**config.mk**
```make
export PLATFORM = sky130hd
export DESIGN_NAME = opnd_ofs_gen
export DESIGN_NICKNAME = d
export VERILOG_FILES = /design/src/rtl/opnd_ofs_pkg.sv /design/src/rtl/opnd_ofs_disp_ext.sv /design/src/rtl/opnd_ofs_route.sv /design/src/rtl/opnd_ofs_sum.sv /design/src/rtl/opnd_ofs_gen.sv
export SDC_FILE = /design/constraint.sdc
export NUM_CORES = 1
export LEC_CHECK = 0
export ABC_AREA = 1
export BUFFER_PORTS_ARGS = -buffer_cell sky130_fd_sc_hd__buf_4
export CORE_ASPECT_RATIO = 0.75
export CORE_MARGIN = 5
export CORE_UTILIZATION = 40
export CTS_CLUSTER_SIZE = 24
export DETAILED_ROUTE_END_ITERATION = 8
export PLACE_DENSITY = 0.67
export SYNTH_ARGS = -nofsm -noshare
export SYNTH_HDL_FRONTEND = slang
export SYNTH_SLANG_ARGS = --single-unit
export TNS_END_PERCENT = 50
```
**constraint.sdc**
```tcl
create_clock -name clk -period 1.22 [get_ports clk]
set_clock_uncertainty 0.2 [all_clocks]
set_input_delay 0.122 -clock clk [delete_from_list [all_inputs] [get_ports clk]]
set_output_delay 0.122 -clock clk [all_outputs]
set_load 0.01 [all_outputs]
```
**src/rtl/opnd_ofs_pkg.sv**
```systemverilog
package opnd_ofs_pkg;

  typedef enum logic [2:0] {
    AM_DISP       = 3'd0,
    AM_REG        = 3'd1,
    AM_BASE_DISP  = 3'd2,
    AM_IDX_DISP   = 3'd3,
    AM_BASE_IDX   = 3'd4,
    AM_BASE_IDX_D = 3'd5
  } addr_mode_e;

  localparam logic [1:0] RS_BASE0 = 2'd0;
  localparam logic [1:0] RS_BASE1 = 2'd1;
  localparam logic [1:0] RS_IDX0  = 2'd2;
  localparam logic [1:0] RS_IDX1  = 2'd3;

  // Routing of one request through the adder.
  typedef struct packed {
    logic       use_a;     // first operand taken from reg_sel
    logic [1:0] a_code;    // register code of the first operand
    logic       use_b;     // second operand taken from an index register
    logic       b_code;    // 0 idx0, 1 idx1
    logic       use_disp;  // displacement enters the sum
    logic       illegal;   // combination rejected
    logic       stack;     // base1 feeds the sum
  } route_t;

endpackage

```
**src/rtl/opnd_ofs_disp_ext.sv**
```systemverilog
module opnd_ofs_disp_ext #(
  parameter int unsigned OFS_W   = 16,
  parameter int unsigned SHORT_W = 8
) (
  input  logic [OFS_W-1:0] disp_i,
  input  logic             wide_i,
  output logic [OFS_W-1:0] disp_o
);

  localparam int unsigned PAD_W = (OFS_W > SHORT_W) ? OFS_W - SHORT_W : 1;

  logic [OFS_W-1:0] short_ext;

  generate
    if (OFS_W > SHORT_W) begin : g_ext
      assign short_ext = {{PAD_W{disp_i[SHORT_W-1]}}, disp_i[SHORT_W-1:0]};
    end else begin : g_pass
      assign short_ext = disp_i;
    end
  endgenerate

  always_comb begin
    if (wide_i) disp_o = disp_i;
    else        disp_o = short_ext;
  end

endmodule

```
**src/rtl/opnd_ofs_route.sv**
```systemverilog
module opnd_ofs_route
  import opnd_ofs_pkg::*;
(
  input  logic [2:0] mode_i,
  input  logic [1:0] reg_sel_i,
  input  logic       idx_sel_i,
  output route_t     route_o
);

  logic sel_is_base;

  assign sel_is_base = ~reg_sel_i[1];

  always_comb begin
    route_o          = '0;
    route_o.a_code   = reg_sel_i;
    route_o.b_code   = idx_sel_i;
    case (mode_i)
      AM_DISP: begin
        route_o.use_disp = 1'b1;
      end
      AM_REG: begin
        route_o.use_a = 1'b1;
        route_o.stack = (reg_sel_i == RS_BASE1);
      end
      AM_BASE_DISP: begin
        route_o.use_a    = 1'b1;
        route_o.use_disp = 1'b1;
        route_o.illegal  = ~sel_is_base;
        route_o.stack    = (reg_sel_i == RS_BASE1);
      end
      AM_IDX_DISP: begin
        route_o.use_a    = 1'b1;
        route_o.use_disp = 1'b1;
        route_o.illegal  = sel_is_base;
      end
      AM_BASE_IDX: begin
        route_o.use_a   = 1'b1;
        route_o.use_b   = 1'b1;
        route_o.illegal = ~sel_is_base;
        route_o.stack   = (reg_sel_i == RS_BASE1);
      end
      AM_BASE_IDX_D: begin
        route_o.use_a    = 1'b1;
        route_o.use_b    = 1'b1;
        route_o.use_disp = 1'b1;
        route_o.illegal  = ~sel_is_base;
        route_o.stack    = (reg_sel_i == RS_BASE1);
      end
      default: begin
        route_o.illegal = 1'b1;
      end
    endcase
    if (route_o.illegal) begin
      route_o.use_a    = 1'b0;
      route_o.use_b    = 1'b0;
      route_o.use_disp = 1'b0;
      route_o.stack    = 1'b0;
    end
  end

endmodule

```
**src/rtl/opnd_ofs_sum.sv**
```systemverilog
module opnd_ofs_sum
  import opnd_ofs_pkg::*;
#(
  parameter int unsigned OFS_W = 16
) (
  input  route_t           route_i,
  input  logic [OFS_W-1:0] base0_i,
  input  logic [OFS_W-1:0] base1_i,
  input  logic [OFS_W-1:0] idx0_i,
  input  logic [OFS_W-1:0] idx1_i,
  input  logic [OFS_W-1:0] disp_i,
  output logic [OFS_W-1:0] sum_o
);

  localparam int unsigned NREG = 4;

  logic [OFS_W-1:0] regs [NREG];
  logic [OFS_W-1:0] op_a, op_b, op_d;

  assign regs[0] = base0_i;
  assign regs[1] = base1_i;
  assign regs[2] = idx0_i;
  assign regs[3] = idx1_i;

  always_comb begin
    op_a = route_i.use_a ? regs[route_i.a_code] : '0;
    op_b = '0;
    if (route_i.use_b) op_b = route_i.b_code ? idx1_i : idx0_i;
    op_d = route_i.use_disp ? disp_i : '0;
    // Carry beyond the top bit is dropped by the result width.
    sum_o = op_a + op_b + op_d;
  end

endmodule

```
**src/rtl/opnd_ofs_gen.sv**
```systemverilog
module opnd_ofs_gen
  import opnd_ofs_pkg::*;
#(
  parameter int unsigned OFS_W   = 16,
  parameter int unsigned SHORT_W = 8
) (
  input  logic             clk,
  input  logic             rst_n,
  input  logic             req_i,
  input  logic [2:0]       mode_i,
  input  logic [1:0]       reg_sel_i,
  input  logic             idx_sel_i,
  input  logic [OFS_W-1:0] disp_i,
  input  logic             disp_wide_i,
  input  logic [OFS_W-1:0] base0_i,
  input  logic [OFS_W-1:0] base1_i,
  input  logic [OFS_W-1:0] idx0_i,
  input  logic [OFS_W-1:0] idx1_i,
  output logic             done_o,
  output logic [OFS_W-1:0] offset_o,
  output logic             illegal_o,
  output logic             stack_o
);

  route_t           route;
  logic [OFS_W-1:0] disp_ext;
  logic [OFS_W-1:0] sum;

  logic             done_q,  done_d;
  logic [OFS_W-1:0] ofs_q,   ofs_d;
  logic             ill_q,   ill_d;
  logic             stk_q,   stk_d;
  logic             res_en;

  opnd_ofs_disp_ext #(.OFS_W(OFS_W), .SHORT_W(SHORT_W)) u_ext (
    .disp_i (disp_i),
    .wide_i (disp_wide_i),
    .disp_o (disp_ext)
  );

  opnd_ofs_route u_route (
    .mode_i    (mode_i),
    .reg_sel_i (reg_sel_i),
    .idx_sel_i (idx_sel_i),
    .route_o   (route)
  );

  opnd_ofs_sum #(.OFS_W(OFS_W)) u_sum (
    .route_i (route),
    .base0_i (base0_i),
    .base1_i (base1_i),
    .idx0_i  (idx0_i),
    .idx1_i  (idx1_i),
    .disp_i  (disp_ext),
    .sum_o   (sum)
  );

  // Next-state logic.
  always_comb begin
    res_en = req_i;
    done_d = req_i;
    ofs_d  = route.illegal ? '0 : sum;
    ill_d  = route.illegal;
    stk_d  = route.stack;
  end

  // Registers. rst_n is expected to be deasserted synchronously upstream.
  always_ff @(posedge clk or negedge rst_n) begin
    if (!rst_n) begin
      done_q <= 1'b0;
      ofs_q  <= '0;
      ill_q  <= 1'b0;
      stk_q  <= 1'b0;
    end else begin
      done_q <= done_d;
      if (res_en) begin
        ofs_q <= ofs_d;
        ill_q <= ill_d;
        stk_q <= stk_d;
      end
    end
  end

  assign done_o    = done_q;
  assign offset_o  = ofs_q;
  assign illegal_o = ill_q;
  assign stack_o   = stk_q;

  // Assertions guarding the result registers.
  assert_done_follows_req_R1: assert property (@(posedge clk) disable iff (!rst_n)
    req_i |=> done_o);

  assert_no_spurious_done_R1: assert property (@(posedge clk) disable iff (!rst_n)
    !req_i |=> !done_o);

  assert_hold_idle_R2: assert property (@(posedge clk) disable iff (!rst_n)
    !req_i |=> ($stable(offset_o) && $stable(illegal_o) && $stable(stack_o)));

  assert_direct_wide_R3: assert property (@(posedge clk) disable iff (!rst_n)
    (req_i && mode_i == 3'd0 && disp_wide_i) |=> (offset_o == $past(disp_i)));

  assert_illegal_mode_R11: assert property (@(posedge clk) disable iff (!rst_n)
    (req_i && mode_i[2] && mode_i[1]) |=> illegal_o);

  assert_illegal_zero_R11: assert property (@(posedge clk) disable iff (!rst_n)
    illegal_o |-> (offset_o == '0 && !stack_o));

  assert_stack_based_R12: assert property (@(posedge clk) disable iff (!rst_n)
    (req_i && mode_i == 3'd2 && reg_sel_i == 2'd1) |=> stack_o);

  assert_no_stack_index_R12: assert property (@(posedge clk) disable iff (!rst_n)
    (req_i && mode_i == 3'd3) |=> !stack_o);

endmodule

```
==> impl_metrics.yaml, run 1 <==
global_route:
  gr-total-overflow: 0
  grt_usage_pct: 22.5
  first_global_vias: 3754
  grt_start_max_net_pins: 20
  antenna_found_initial: 0
  grt_pass1_wl_um: 16900
floorplanning:
  die_area_um2: 9220
  io_pins: 109
  start_util_pct: 40.7
  dieHeight_um: 84.4
  core_um2: 7260
  die-width_um: 109
  row_count: 27
cts:
  cts_buffers: 3
  root_buffer: "clkbuf_8"
  cts_buffer_depth: 2
  cts_tree: "built"
  cts_hold_buf: 2
  clock_sink_count: 19
  cts.reportedPaths.clkPinSlew_ns: 0.08
  clk_latency_ns: 0.26
  cts.htree.levels: 1
power:
  vdd_ir_drop_max_uv: 489
  power_mw: 3.82
  power_density_nw_per_um2: 724
  p_leak_nw: 2.79
sta:
  worst_slew_pin_slew_ns: 0.468
  whs_ns: -0.00213
  hold_viol: 1
  max_freq_mhz: 362
  slew_headroom_pct: 68.5
  setup_viol: 18
  rsz0062_at_grt: "true"
  finalCritPeriodShare_pct: 226
  worst_slack_ns: -1.54
  drv_slew: 0
  fin_crit_ns: 2.76
worst_setup_path:
  worst_setup_path_end_kind: "flop"
  cpMaxStageDelayCell: "fa_1"
  cp_num_buf_inv: 8
  path_common_cell: "nand2_4"
  cp.depth: 21
  ff2ff_path_depth: 1
  start_kind: "primary input"
  critPathMaxStageDelay_ns: 0.54
  required_ns: 1.18
  worstPathCellList: "buf_12 -> inv_8 -> nand2_4 -> nand2_4 -> nand2_4 -> nand2_8 -> nand3_4 -> inv_4 -> buf_12 -> nand2_4 -> fa_1 -> inv_2 -> ha_4 -> nand2_4 -> inv_1 -> a21oi_2 -> nand3_4 -> buf_4 -> buf_6 -> o21ai_2 -> nand2_1"
  cp_top_family: "adder cells"
  cp_max_fo: 6
  arrival_ns: 2.72
  crit_type: "in2reg"
place:
  placed_area_um2: 4570
  gp_congestion: 0.889
  portBuffers: 108
  place_hpwl_um: 8080
cells_and_area:
  final_cell_mix: "buf_4, nand2_1, inv_1"
  diodes: 0
  final_core_util_pct: 72.6
  final_common_cell: "buf_4"
  fillers: 573
  drive_above_1_share_pct: 49.3
  syn2layout_area_growth_pct: 78.6
  nets: 788
  fin_area_um2: 5280
detailed_routing:
  via_count: 3800
  via_per_inst: 4.96
  first_pass_iters: 4
  drt_wl_total_um: 11000
  ant_nets: 0
  first_iter_violations: 198
  drc: 0
  wl_per_cell_um: 14.3
logic_synthesis:
  syn_inst: 484
  syn_nets: 606
  synthDominantCellAreaShare_pct: 23.3
  yosys_warnings: 0
  synth.area.top_cells: "nand2_1, dfrtp_1, fa_1, inv_1, ha_1"
  syn_avg_cell_area_um2: 6.10
  synth_cell_type_count: 38
  ys_seq_area_share_pct: 16.1
  synth_top_area_cell: "nand2_1"
  syn_area_um2: 2950
  ys_seq_elements: 19
status:
  violations: "hold timing, setup timing"
  outcome: "finished, violations left"
hold_path:
  hold_depth: 3
  hp-class: "in2reg"
flow_run:
  max-cap-violations: 0
-- final timing paths --
check	startpoint	end	slack [ns]
worst max-delay path	mode_i[2]	offset_o[11]	-1.54
worst min-delay path	reg_sel_i[1]	stack_o	-0.002
worst max register to register	offset_o[1]	offset_o[1]	0.28
worst min register to register	offset_o[14]	offset_o[14]	0.28
max in group asynchronous	rst_n	offset_o[10]	0.55
min in group asynchronous	rst_n	done_o	0.07
-- flip-flops by register name, summed over array words and instances, names as in the netlist --
register and count:
stack_o 1, offset_o 16, done_o 1, illegal_o 1
-- worst min-delay path, delay by kind of cell --
family	cells	cell delay (ns)
buffers and inverters	2	0.24
AOI/OAI and AO/OA	1	0.06
-- repair_timing --
item                                   in CTS  in global routing
setup endpoints to repair                  18                 18
buffers inserted                           10                  9
endpoints found under the hold margin      22                  1
resized for setup                          82                 56
cloned                                      2                  0
pin swaps                                  44                 45
-- cell type report --
cell class,count,area [um^2],share of cell area [%]
clock buffers,3,41.3,0.783
clock inverters,1,5.00,0.0949
inverters,63,274,5.19
multi-input cells,383,2750,52.1
flip-flops and latches,19,475,9.01
well taps,101,126,2.40
repair buffers,195,1600,30.3
repair inverters,1,7.51,0.142
-- synth_stat cells --
master      n
nand3_2     2
clkbuf_1   11
a22o_1      2
buf_4       1
a21boi_0    1
inv_1      59
nor2_1     38
o21ai_0    39
nand4_1     3
o211ai_1    1
clkinv_1    1
ha_1       16
nand3_1    19
a32o_1      1
o21bai_1    2
a31oi_1     1
nand2_1   183
buf_2       6
nand2_4     1
o22ai_1    14
nand2_2     2
a21o_1      4
a21oi_1    17
buf_6       1
o31ai_1     1
xnor2_1     2
a21oi_2     4
inv_2       3
dfrtp_1    19
nand4_4     1
o41ai_2     1
xor2_2      1
a31o_2      1
fa_1       16
xor2_1      2
nor3_1      1
or2_2       2
o21ai_1     5
-- per-layer routing --
layer	part of all wire, %	track usage [%]
met1	44	29.1
met2	51	40.5
met3	4.8	3.23
met4	1.1	3.17
met5	0	0
-- power breakdown --
part	leakage, nW	switching [mW]	total, mW	internal, mW
sequential	0.249	0.0575	0.790	0.732
combinational	2.52	1.28	2.57	1.29
clock	0.0255	0.234	0.462	0.228
total	2.79	1.57	3.82	2.25
-- stage by stage --
step,setup TNS [ns],instances,worst slack [ns]
floorplan,-21.00,484,-1.57
global placement,-26.49,740,-1.88
detailed placement,-27.35,740,-1.93
CTS,-20.17,758,-1.44
global route,-23.21,766,-1.68
finish,-21.17,766,-1.54
-- cell families after synthesis --
logic type	after synthesis	synth area share, %
and+or+nand+nor	252	34.7
adders and majority gates	32	17.6
AOI/OAI and AO/OA	94	18.8
xor gates and xnor gates	5	1.74
DFF	19	16.1
buffers and inverters	82	11.1
(Power assumes the default switching activity.)
==> inputs of run 2 (changes only) <==
ABC_AREA = not set   (was 1)
PLACE_DENSITY = 0.68   (was 0.67)
==> impl_metrics.yaml, run 2 <==
status:
  outcome: "finished, violations left"
  violations: "setup timing"
logic_synthesis:
  syn_avg_cell_area_um2: 8.94
  synth_top_area_cell: "dfrtp_1"
  ys_top_cells_by_count: "nand2_1, inv_1, dfrtp_1"
  synthDominantCellAreaShare_pct: 16.9
  ys_seq_area_share_pct: 16.9
  syn_inst: 315
  syn_nets: 437
  syn_area_um2: 2820
  synth_edf_count: 0
  yosys_warnings: 0
  synth_most_common_cell: "nand2_1"
  synth_flop_cell: "dfrtp_1"
  async_flop_share_pct: 100
  synth.area.top_cells: "dfrtp_1, mux4_2, fa_1, ha_1, nand2_1"
  synth_cell_type_count: 49
  ys_seq_elements: 19
detailed_routing:
  via_per_inst: 5.16
  via_count: 2928
  first_pass_iters: 4
  wl_per_cell_um: 15.3
  ant_nets: 0
  drt_wl_total_um: 8650
  first_iter_violations: 111
  drc: 0
cts:
  cts.htree.levels: 1
  clock_sink_count: 19
  cts_buffers: 3
  cts_tree: "built"
  clk_latency_ns: 0.26
  root_buffer: "clkbuf_8"
  cts_buffer_depth: 2
  cts.reportedPaths.clkPinSlew_ns: 0.08
worst_setup_path:
  cp_top_family: "adder cells"
  critPathMaxStageDelay_ns: 0.49
  crit_type: "in2reg"
  cp_num_buf_inv: 3
  worstPathCellList: "buf_8 -> inv_4 -> ha_4 -> nor2b_4 -> a211oi_2 -> and3_4 -> nand2_2 -> fa_1 -> inv_2 -> ha_4 -> fa_2 -> a211oi_4 -> o21ai_2 -> a31o_2 -> a21oi_2 -> xor2_1 -> o22ai_1"
  worst_setup_path_end_kind: "flop"
  arrival_ns: 3.17
  r2r_setup_slack_ns: 0.16
  path_common_cell: "ha_4"
  r2r_end: "offset_o[13]"
  ff2ff_path_depth: 2
  cp.depth: 17
  required_ns: 1.16
  cp_max_fo: 6
  cpMaxStageDelayCell: "fa_1"
  start_kind: "primary input"
  r2r-start: "offset_o[13]"
floorplanning:
  io_pins: 109
  die_area_um2: 8830
  core_um2: 6830
  row_count: 26
  dieHeight_um: 82.7
  die-width_um: 107
  start_util_pct: 41.2
cells_and_area:
  fillers: 564
  largest_register_ff_count: 16
  seqCellArea_um2: 475
  drive_above_1_share_pct: 53.0
  nets: 606
  syn2layout_area_growth_pct: 60.2
  final_common_cell: "buf_4"
  diodes: 0
  final_cell_mix: "buf_4, nand2_1, inv_1"
  multiInputGateArea_um2: 2290
  final_cells: 567
  final_core_util_pct: 66.0
power:
  p_leak_nw: 2.22
  power_density_nw_per_um2: 674
  vdd_ir_drop_max_uv: 509
sta:
  slew_headroom_pct: 75.4
  whs_ns: 0.0513
  drv_slew: 0
  worst_slack_ns: -2.01
  max_freq_mhz: 309
  rsz0062_at_grt: "true"
  hold_viol: 0
  setup_viol: 17
  fin_crit_ns: 3.23
  tns_ns: -26.80
  finalCritPeriodShare_pct: 265
  worst_slew_pin_slew_ns: 0.369
flow_run:
  max-cap-violations: 0
place:
  gp_congestion: 0.925
  place_inst: 555
  dp_slack_ns: -2.43
  portBuffers: 108
  place_hpwl_um: 7200
global_route:
  gr-total-overflow: 0
  first_global_vias: 3133
  grt_pass1_wl_um: 14100
  grt_start_max_net_pins: 24
  antenna_found_initial: 0
  grt_usage_pct: 19.6
hold_path:
  hold_start: "req_i"
  hold_depth: 4
  hp-class: "in2reg"
  min_to: "illegal_o"
[run 2: cell types whose count changed after synthesis, moves of 16 or more]
cell     delta
o21ai_0    -26
mux2_2     +16
inv_1      -16
nor2_1     -29
mux4_2     +16
nand2_1   -131
[run 2: final cells by class]
cell class                 count  area share (%)
multi-input combinational    236            50.7
timing repair buffer         181            31.7
sequential                    19            10.5
inverter                      43            3.63
tap                           84            2.33
clock buffer                   4           0.999
[run 2: kinds of logic (layout without fill, tap and decap cells)]
family	after synthesis	count (layout)	synth area share (%)
compound gates	58	58	15.1
fa+ha+maj	32	32	18.5
mux	33	33	19.6
xor+xnor	14	14	4.84
buf+inv	60	228	8.31
simple gates	99	99	16.8
flops	19	19	16.9
[run 2: worst reg2reg max path, delay by kind of cell, from the launching register on]
family | cells | cell delay [ns]
DFF | 1 | 0.40
AOI/OAI and AO/OA | 1 | 0.22
and+or+nand+nor | 1 | 0.14
[run 2: worst max-delay path by stage]
stage | to | slack [ns] | start
finish | offset_o[11] | -2.01 | mode_i[1]
global route | offset_o[13] | -2.13 | mode_i[1]
CTS | offset_o[11] | -1.99 | mode_i[1]
detailed placement | offset_o[15] | -2.43 | mode_i[1]
global placement | offset_o[10] | -2.36 | mode_i[1]
floorplan | offset_o[11] | -2.22 | mode_i[1]
[run 2: through the flow]
stage / total power [mW] / cell area (um^2)
finish: 3.04 / 4510
global route: 3.28 / 4510
CTS: 3.02 / 4420
detailed placement: 2.51 / 4240
global placement: 2.48 / 4240
floorplan: 1.69 / 2910
[run 2: power breakdown]
part,leakage (nW),internal [mW],switching [mW]
clock,0.0228,0.232,0.210
sequential,0.250,0.724,0.0506
combinational,1.95,1.02,0.802
total,2.22,1.98,1.06
[run 2: what timing repair did]
| item | CTS | global route |
|---|---|---|
| hold endpoints to repair | 20 | 0 |
| resized for setup | 22 | 18 |
| setup endpoints to repair | 17 | 17 |
| buffers inserted | 3 | 3 |
| pin swaps | 20 | 10 |
| hold buffers | 2 | 0 |
[run 2: metal layers]
metal	up-vias	GRT usage, %	wire length (um)
li1	1430	-	-
met1	1386	24.5	3650
met2	102	37.0	4320
met3	10	3.50	558
met4	0	2.30	123
met5	-	0	0
